## config.mk

```make
export PLATFORM = sky130hd
export DESIGN_NAME = nand_ready_poll
export DESIGN_NICKNAME = d
export VERILOG_FILES = /design/src/rtl/nrp_pkg.sv /design/src/rtl/nrp_delay.sv /design/src/rtl/nrp_elapsed.sv /design/src/rtl/nand_ready_poll.sv
export SDC_FILE = /design/constraint.sdc
export NUM_CORES = 1
export LEC_CHECK = 0
export BUFFER_PORTS_ARGS = -buffer_cell sky130_fd_sc_hd__buf_2
export CELL_PAD_IN_SITES_DETAIL_PLACEMENT = 1
export CELL_PAD_IN_SITES_GLOBAL_PLACEMENT = 2
export CORE_MARGIN = 4
export CORE_UTILIZATION = 36
export CTS_CLUSTER_DIAMETER = 40
export DETAILED_ROUTE_END_ITERATION = 12
export PLACE_DENSITY = 0.81
export REMOVE_ABC_BUFFERS = 1
export SETUP_SLACK_MARGIN = 0.02
export SKIP_LAST_GASP = 1
export SYNTH_ARGS = -nofsm -noshare
export SYNTH_HDL_FRONTEND = slang
export SYNTH_HIERARCHICAL = 1
export SYNTH_SLANG_ARGS = --single-unit
```

## constraint.sdc

```tcl
create_clock -name clk -period 6.7 [get_ports clk]
set_input_delay 0 -clock clk [delete_from_list [all_inputs] [get_ports clk]]
set_output_delay 0 -clock clk [all_outputs]
set_load 0.02 [all_outputs]
```

## src/rtl/nrp_pkg.sv

```systemverilog
package nrp_pkg;

    typedef enum logic [2:0] {
        ST_IDLE,
        ST_SETTLE,
        ST_SCMD,
        ST_TURN,
        ST_POLL,
        ST_GAP,
        ST_RCMD,
        ST_FIN
    } nrp_state_e;

    typedef struct packed {
        logic       valid;
        logic       rd;
        logic [7:0] code;
    } nrp_req_t;

    localparam logic [7:0] OP_STATUS = 8'h70;
    localparam logic [7:0] OP_ARRAY  = 8'h00;
    localparam int         RDY_BIT   = 6;

    function automatic logic status_ready(input logic [7:0] s);
        return s[RDY_BIT];
    endfunction

    function automatic int imax(input int a, input int b);
        return (a > b) ? a : b;
    endfunction

endpackage

```

## src/rtl/nrp_delay.sv

```systemverilog
module nrp_delay #(
    parameter int W = 8
) (
    input  logic         clk,
    input  logic         rst,
    input  logic         load,
    input  logic [W-1:0] load_val,
    output logic         zero
);
    logic [W-1:0] cnt_q;

    always_ff @(posedge clk) begin
        if (rst) begin
            cnt_q <= '0;
        end else if (load) begin
            cnt_q <= load_val;
        end else if (cnt_q != '0) begin
            cnt_q <= cnt_q - 1'b1;
        end
    end

    assign zero = (cnt_q == '0);
endmodule

```

## src/rtl/nrp_elapsed.sv

```systemverilog
module nrp_elapsed #(
    parameter int W = 16
) (
    input  logic         clk,
    input  logic         rst,
    input  logic         clr,
    input  logic         inc,
    output logic [W-1:0] count
);
    logic [W-1:0] cnt_q;

    always_ff @(posedge clk) begin
        if (rst || clr) begin
            cnt_q <= '0;
        end else if (inc && (cnt_q != '1)) begin
            cnt_q <= cnt_q + 1'b1;
        end
    end

    assign count = cnt_q;
endmodule

```

## src/rtl/nand_ready_poll.sv

```systemverilog
module nand_ready_poll
    import nrp_pkg::*;
#(
    parameter int TMO_W      = 16,
    parameter int GAP_W      = 8,
    parameter int SETTLE_CYC = 4,
    parameter int TURN_CYC   = 3
) (
    input  logic             clk,
    input  logic             rst,
    input  logic             start,
    input  logic [TMO_W-1:0] cfg_timeout,
    input  logic [GAP_W-1:0] cfg_gap,
    output logic             busy,
    output logic             done,
    output logic             timed_out,
    output logic             req_valid,
    output logic             req_read,
    output logic [7:0]       req_byte,
    input  logic             req_ack,
    input  logic [7:0]       rsp_data
);
    localparam int SW = $clog2(SETTLE_CYC + 1);
    localparam int TW = $clog2(TURN_CYC + 1);
    localparam int DW = imax(GAP_W, imax(SW, TW));

    nrp_state_e       st_q, st_d;
    logic [TMO_W-1:0] tmo_q;
    logic [GAP_W-1:0] gap_q;
    logic             tflag_q;

    logic             dly_load, dly_zero;
    logic [DW-1:0]    dly_val;
    logic             el_clr, el_inc;
    logic [TMO_W-1:0] el_cnt;
    logic             rdy_seen, tmo_hit;
    nrp_req_t         req;

    nrp_delay #(.W(DW)) i_delay (
        .clk(clk), .rst(rst), .load(dly_load), .load_val(dly_val), .zero(dly_zero)
    );

    nrp_elapsed #(.W(TMO_W)) i_elapsed (
        .clk(clk), .rst(rst), .clr(el_clr), .inc(el_inc), .count(el_cnt)
    );

    assign rdy_seen = status_ready(rsp_data);
    assign tmo_hit  = (el_cnt >= tmo_q);

    always_comb begin
        st_d     = st_q;
        dly_load = 1'b0;
        dly_val  = '0;
        el_clr   = 1'b0;
        el_inc   = 1'b0;
        case (st_q)
            ST_IDLE: begin
                if (start) begin
                    st_d     = ST_SETTLE;
                    dly_load = 1'b1;
                    dly_val  = DW'(SETTLE_CYC - 1);
                end
            end
            ST_SETTLE: begin
                if (dly_zero) st_d = ST_SCMD;
            end
            ST_SCMD: begin
                if (req_ack) begin
                    st_d     = ST_TURN;
                    dly_load = 1'b1;
                    dly_val  = DW'(TURN_CYC - 1);
                    el_clr   = 1'b1;
                end
            end
            ST_TURN: begin
                el_inc = 1'b1;
                if (dly_zero) st_d = ST_POLL;
            end
            ST_POLL: begin
                el_inc = 1'b1;
                if (req_ack) begin
                    if (rdy_seen) begin
                        st_d = ST_RCMD;
                    end else if (tmo_hit) begin
                        st_d = ST_FIN;
                    end else begin
                        st_d     = ST_GAP;
                        dly_load = 1'b1;
                        dly_val  = DW'(gap_q);
                    end
                end
            end
            ST_GAP: begin
                el_inc = 1'b1;
                if (dly_zero) st_d = ST_POLL;
            end
            ST_RCMD: begin
                if (req_ack) st_d = ST_FIN;
            end
            ST_FIN:  st_d = ST_IDLE;
            default: st_d = ST_IDLE;
        endcase
    end

    always_ff @(posedge clk) begin
        if (rst) begin
            st_q    <= ST_IDLE;
            tmo_q   <= '0;
            gap_q   <= '0;
            tflag_q <= 1'b0;
        end else begin
            st_q <= st_d;
            if (st_q == ST_IDLE && start) begin
                tmo_q   <= cfg_timeout;
                gap_q   <= cfg_gap;
                tflag_q <= 1'b0;
            end else if (st_q == ST_POLL && req_ack && !rdy_seen && tmo_hit) begin
                tflag_q <= 1'b1;
            end
        end
    end

    always_comb begin
        req.valid = (st_q == ST_SCMD) || (st_q == ST_POLL) || (st_q == ST_RCMD);
        req.rd    = (st_q == ST_POLL);
        req.code  = (st_q == ST_SCMD) ? OP_STATUS : OP_ARRAY;
    end

    assign req_valid = req.valid;
    assign req_read  = req.rd;
    assign req_byte  = req.code;
    assign busy      = (st_q != ST_IDLE);
    assign done      = (st_q == ST_FIN);
    assign timed_out = tflag_q;

    AST_REQ_HOLD: assert property (@(posedge clk) disable iff (rst)
        (req_valid && !req_ack) |=> (req_valid && $stable(req_read) && $stable(req_byte)))
        else $error("request changed before acknowledge");

    AST_DONE_PULSE: assert property (@(posedge clk) disable iff (rst)
        done |=> (!done && !busy))
        else $error("done not a single pulse");

    AST_CFG_HELD: assert property (@(posedge clk) disable iff (rst)
        (busy && !done) |=> ($stable(tmo_q) && $stable(gap_q)))
        else $error("configuration changed during operation");

    AST_TMO_FROM_POLL: assert property (@(posedge clk) disable iff (rst)
        (done && timed_out) |-> ($past(st_q) == ST_POLL && $past(el_cnt >= tmo_q)))
        else $error("timeout reported without expired budget");

    AST_OK_AFTER_RCMD: assert property (@(posedge clk) disable iff (rst)
        (done && !timed_out) |-> ($past(st_q) == ST_RCMD))
        else $error("success reported without array command");

    AST_START_IGNORED: assert property (@(posedge clk) disable iff (rst)
        (busy && !done) |=> busy)
        else $error("operation aborted while busy");
endmodule

```

-- Word-level counts from Yosys, hierarchy flattened
Index checks and enable logic that the tools add are counted.
- register bits: 52
- bits of input ports: 36
- logic and storage cells: 67
- output and inout port bits: 13
- muxes and demuxes: 26
- equal/unequal tests: 14
- reduce and logical (&&, ||, !) cells: 18
- magnitude comparators: 1
- add/sub/neg operators: 2
- operator list (cell ; count):
    2-to-1 mux 8 bit ; 5
    case mux 8 bit (3 select lines) ; 1
    case mux 3 bit (7 select lines) ; 1
    2-to-1 mux 3 bit ; 6
    adder 16 x 1 -> 16 bit, second input constant ; 1
    >= comparator 16 bit ; 1
    inequality test 16 bit, second input constant ; 1
    equality test 3 bit, second input constant ; 4
    logical NOT 8 bit ; 1
    2-to-1 mux 2 bit ; 4
    inequality test 2 bit, second input constant ; 4
    nonzero test 8 bit ; 1
    subtractor 8 x 1 -> 8 bit, second input constant ; 1
    2-to-1 mux 1 bit ; 7
    2-to-1 mux 7 bit ; 1
    equality test 3 x 2 -> 1 bit, second input constant ; 2
    AND reduction 6 bit ; 1
    logical AND 1 bit ; 5
    inequality test 2 x 1 -> 1 bit, second input constant ; 2
    OR reduction 2 bit ; 2
    equality test 3 x 1 -> 1 bit, second input constant ; 1
    logical NOT 3 bit ; 1
    logical OR 1 bit ; 3
    case mux 1 bit (3 select lines) ; 1
    4 further kinds ; 4

-- Depth between registers and ports, before layout
- depth after elaboration: 6
- mapped depth: 11
- gate-level depth less buffers: 10

-- By module
The synthesis kept the hierarchy.
- modules (own cells, without submodules) (module ; area an instance (um^2) ; instances ; seq. area each (um^2) ; cells an instance):
    nand_ready_poll ; 1655.3 ; 1 ; 560.5 ; 218
    nrp_elapsed ; 847.1 ; 1 ; 320.3 ; 95
    nrp_delay ; 475.5 ; 1 ; 160.2 ; 53

-- Worst setup path before layout
OpenSTA, ideal clock, no wires.
- kind: reg2reg
- from: register i_elapsed.cnt_q[0], in the netlist i_elapsed/count[0]
- to: register i_delay.cnt_q[0]
- buffers on the path: 1
- setup slack: 4.215 ns
- arrival: 2.355 ns
- clock period less this slack: 2.485 ns
- stages on the path, launching flop included: 12
- data required time: 6.570 ns
- setup time: 0.130 ns
- path through: dfxtp_1 > inv_1 > ha_1 > nand2b_1 > a2111oi_0 > o21ai_1 > a211oi_4 > or2_1 > clkbuf_1 > nor3_1 > nand2_1 > o211ai_2
- longest elaborated chain between the ends: 6
- elaborated cells on any way between the ends: 11
- classes of those cells: 1 x order compare; 9 x mux; 1 x reduce/logical
- RTL lines (item ; RTL line ; RTL):
    start, declared ; nrp_elapsed.sv:10 ; logic [W-1:0] cnt_q;
    start signal, assigned ; nrp_elapsed.sv:16 ; cnt_q <= cnt_q + 1'b1;
    >= comparator 16 bit (*) ; nand_ready_poll.sv:48 ; assign tmo_hit = (el_cnt >= tmo_q);
    2-to-1 mux 1 bit (*) ; nand_ready_poll.sv:84 ; end else if (tmo_hit) begin
    2-to-1 mux 1 bit (*) ; nand_ready_poll.sv:82 ; if (rdy_seen) begin
    2-to-1 mux 1 bit (*) ; nand_ready_poll.sv:81 ; if (req_ack) begin
    case mux 1 bit (3 select lines) (*) ; nand_ready_poll.sv:56 ; case (st_q)
    named net dly_load ; nand_ready_poll.sv:32 ; logic dly_load, dly_zero;
    2-to-1 mux 8 bit or nonzero test 2 bit (tied branches) ; -- ;
    end signal, assigned ; nrp_delay.sv:16 ; cnt_q <= load_val;
    end signal, assigned ; nrp_delay.sv:18 ; cnt_q <= cnt_q - 1'b1;
    end, declared ; nrp_delay.sv:10 ; logic [W-1:0] cnt_q;
Mark *: on every way through the listed nets, which the timed path passes. The rest lies on a longest branch.
A chain may end at the register's enable or synchronous reset.

-- Worst setup path in the final report
- from: register i_elapsed.cnt_q[0], in the netlist i_elapsed/count[0]
- to: register i_delay.cnt_q[2]
Same word-level chain as after synthesis.

==> impl_metrics.env <==
export IMPL_status="finished clean"
export IMPL_timing_fmax_ghz=0.338
export IMPL_setup_ws_ps=3740
export IMPL_track_usage_pct=15.1
export IMPL_drc=0
export IMPL_ctsLongestPathBuffers=2
export IMPL_place_ws_ps=3710
export IMPL_cts_sinks=52
export IMPL_viasPerCell=5.14
export IMPL_synth_cell_type_count=62
export IMPL_hold_class="in -> reg"
export IMPL_path_class="reg -> reg"
export IMPL_fin_worst_skew_ps=9.07
export IMPL_rsz0062_at_grt="false"
export IMPL_p_per_area_mw_per_mm2=260
export IMPL_synth_edf_count=0
export IMPL_port_buffers=36
export IMPL_hold_viol_final=0
export IMPL_nFillCells=970
export IMPL_final_common_cell="nand2_1"
export IMPL_grt_first_pass_wirelength_um=12400
export IMPL_ys_ff_latch=52
export IMPL_min_path_cells=3
export IMPL_netlist_area_sq_mm=0.00298
export IMPL_cp_start_kind="register"
export IMPL_die_width_um=99.0
export IMPL_dr_total_vias=2654
export IMPL_clock_latency_ps=310
export IMPL_cp_arrival_ps=3110
export IMPL_post_drt_wl_per_cell_um=13.9
export IMPL_endpoint_kind="register"
export IMPL_r2r_end="i_delay/cnt_q[2]"
export IMPL_multi_input_area_sq_mm=0.00174
export IMPL_synthFlopType="dfxtp_1"
export IMPL_globalplace_congestion=0.728
export IMPL_synth_area_top_cells="dfxtp_1, nand2_1, ha_1"
export IMPL_hpwl_um=5030
export IMPL_drv_slew=0
export IMPL_min_period_over_period_pct=44.2
export IMPL_leakage_nw=1.45
export IMPL_cts_buffers_inserted=5
export IMPL_grt_overflow_total=0
export IMPL_maxCapViolations=0
export IMPL_die_h_um=99.0
export IMPL_fin_setup_tns_ps=0
export IMPL_antenna_found_initial=0
export IMPL_ys_async_sr_fraction_pct=0
export IMPL_post_route_min_period_ps=2960
export IMPL_reg2reg_slack_ps=3740
export IMPL_area_growth_pct=18.2
export IMPL_die_area_sq_mm=0.00979
export IMPL_mostFrequentLayoutCells="nand2_1, dfxtp_1, a21oi_1, buf_2, dlygate4sd3_1"
export IMPL_grt_pass1_vias=2636
export IMPL_yosys_area_top_type="dfxtp_1"
export IMPL_synthDominantCellAreaShare_pct=35.0
export IMPL_first_pass_iters=4
export IMPL_hold_start="req_ack"
export IMPL_seq_area_sq_mm=0.00104
export IMPL_timing_rr_start="i_elapsed/count[0]"
export IMPL_avgSynthCellArea_sq_um=8.14
export IMPL_drive_above_1_share_pct=15.2
export IMPL_p_total_uw=917
export IMPL_coreArea_sq_mm=0.00789
export IMPL_routed_wl_um=7170
export IMPL_cts_repair_resized=0
export IMPL_critical_path_max_fanout=14
export IMPL_worst_ep_required_time_ps=6850
export IMPL_io_pins=49
export IMPL_rows=32
export IMPL_setup_viol=0
export IMPL_worstMarginPinSlew_ps=990
export IMPL_grt_max_degree=43
export IMPL_synth_cells=366
export IMPL_whs_ps=17.9
export IMPL_clk_pin_slew_ps=100
export IMPL_htree_levels=2
export IMPL_ant_nets=0
export IMPL_start_util_pct=37.8
export IMPL_layout_nets=467
export IMPL_irDropWorstVdd_mv=0.0989
export IMPL_tritoncts="built"
export IMPL_antenna_cells=0
export IMPL_ys_seq_area_share_pct=35.0
export IMPL_slew_headroom_pct=34.0
export IMPL_hold_end="st_q[1]"
export IMPL_ys_warn_count=6
export IMPL_drt_initial_drc_count=68
export IMPL_cts_root_buf="clkbuf_8"
export IMPL_r2r_cells=9
[repair_timing]
action / 4_1_cts / 5_1_grt
hold buffers: 24 / 0
setup endpoints to repair: 0 / 0
endpoints found under the hold margin: 24 / 0
setup buffers: 0 / 0
[per-layer routing]
metal  part of all wire [%]  routed length, um  vias to the layer above  global-route usage, %
met3                    3.0                217                        5                   2.34
met5                      0                  0                        -                      0
li1                       -                  -                     1370                      -
met4                   0.82                 59                        0                   3.47
met2                     49               3500                       36                   26.8
met1                     47               3390                     1243                   19.2
[area by class of cell]
| class | instances | area share, % |
|---|---|---|
| inverter | 22 | 2.35 |
| tap | 102 | 3.63 |
| sequential | 52 | 29.6 |
| timing repair buffer | 60 | 11.9 |
| multi-input combinational | 272 | 49.4 |
| clock buffer | 6 | 2.06 |
| clock inverter | 2 | 0.996 |
[through the flow]
| stage | cells | util (%) | instance area, sq um |
|---|---|---|---|
| after floorplan | 346 | - | 2860 |
| after CTS | 516 | 44.6 | 3520 |
| after global placement | 484 | 40.2 | 3170 |
| final | 516 | 44.6 | 3520 |
| after global routing | 516 | 44.6 | 3520 |
| after detailed placement | 484 | 40.2 | 3170 |
[critical path, stage by stage (launching register included)]
cell	delay (ps)
dfxtp_1	420
inv_1	70
ha_1	260
nand2b_1	140
a2111oi_0	420
o21ai_1	240
a211oi_4	480
or2_1	460
or2_2	230
o32ai_1	90
[cell usage after synthesis (5+ instances only)]
library cell	n
clkbuf_1	9
o21ai_0	8
nand4_1	6
nand3_1	6
dfxtp_1	52
and2_2	6
inv_1	22
ha_1	18
or3_1	5
buf_4	7
nand2_1	69
a41o_1	5
nor3_1	9
a21oi_1	39
nor2_1	17
[flip-flops by register name, summed over array words and instances (netlist names)]
signal and flops:
gap_q 8, timed_out 1, i_elapsed/count 16, i_delay/cnt_q 8
tmo_q 16, st_q 3
[worst max-delay path by stage]
| stage | startpoint | end | cells after the start |
|---|---|---|---|
| 3_5_place_dp | i_elapsed/count[0] | i_delay/cnt_q[2] | 9 |
| 2_1_floorplan | st_q[1] | i_delay/cnt_q[3] | 6 |
| 3_3_place_gp | i_elapsed/count[0] | i_delay/cnt_q[5] | 9 |
| 6_report | i_elapsed/count[0] | i_delay/cnt_q[2] | 9 |
| 5_1_grt | i_elapsed/count[0] | i_delay/cnt_q[5] | 9 |
| 4_1_cts | i_elapsed/count[0] | i_delay/cnt_q[2] | 9 |
[cells by family (layout without fill, tap and decap cells)]
logic type               count (synthesis)  count (layout)  synth area share (%)
adder cells (fa/ha/maj)                 18              18                  7.56
flip-flops                              52              52                  35.0
AO/OA/AOI/OAI                           85              85                  19.3
other                                    1               5                 0.126
multiplexers                             3               3                  1.05
buffers and inverters                   46              90                  7.14
XOR/XNOR                                 7               7                  2.06
AND/OR/NAND/NOR                        154             154                  27.8
[report_power, final]
part | internal [mW] | leakage (nW) | switching (mW)
clock | 0.111 | 0.0552 | 0.104
sequential | 0.350 | 0.424 | 0.0405
combinational | 0.139 | 0.975 | 0.173
total | 0.599 | 1.45 | 0.317
Note: power is estimated with default switching activity, not from simulation.
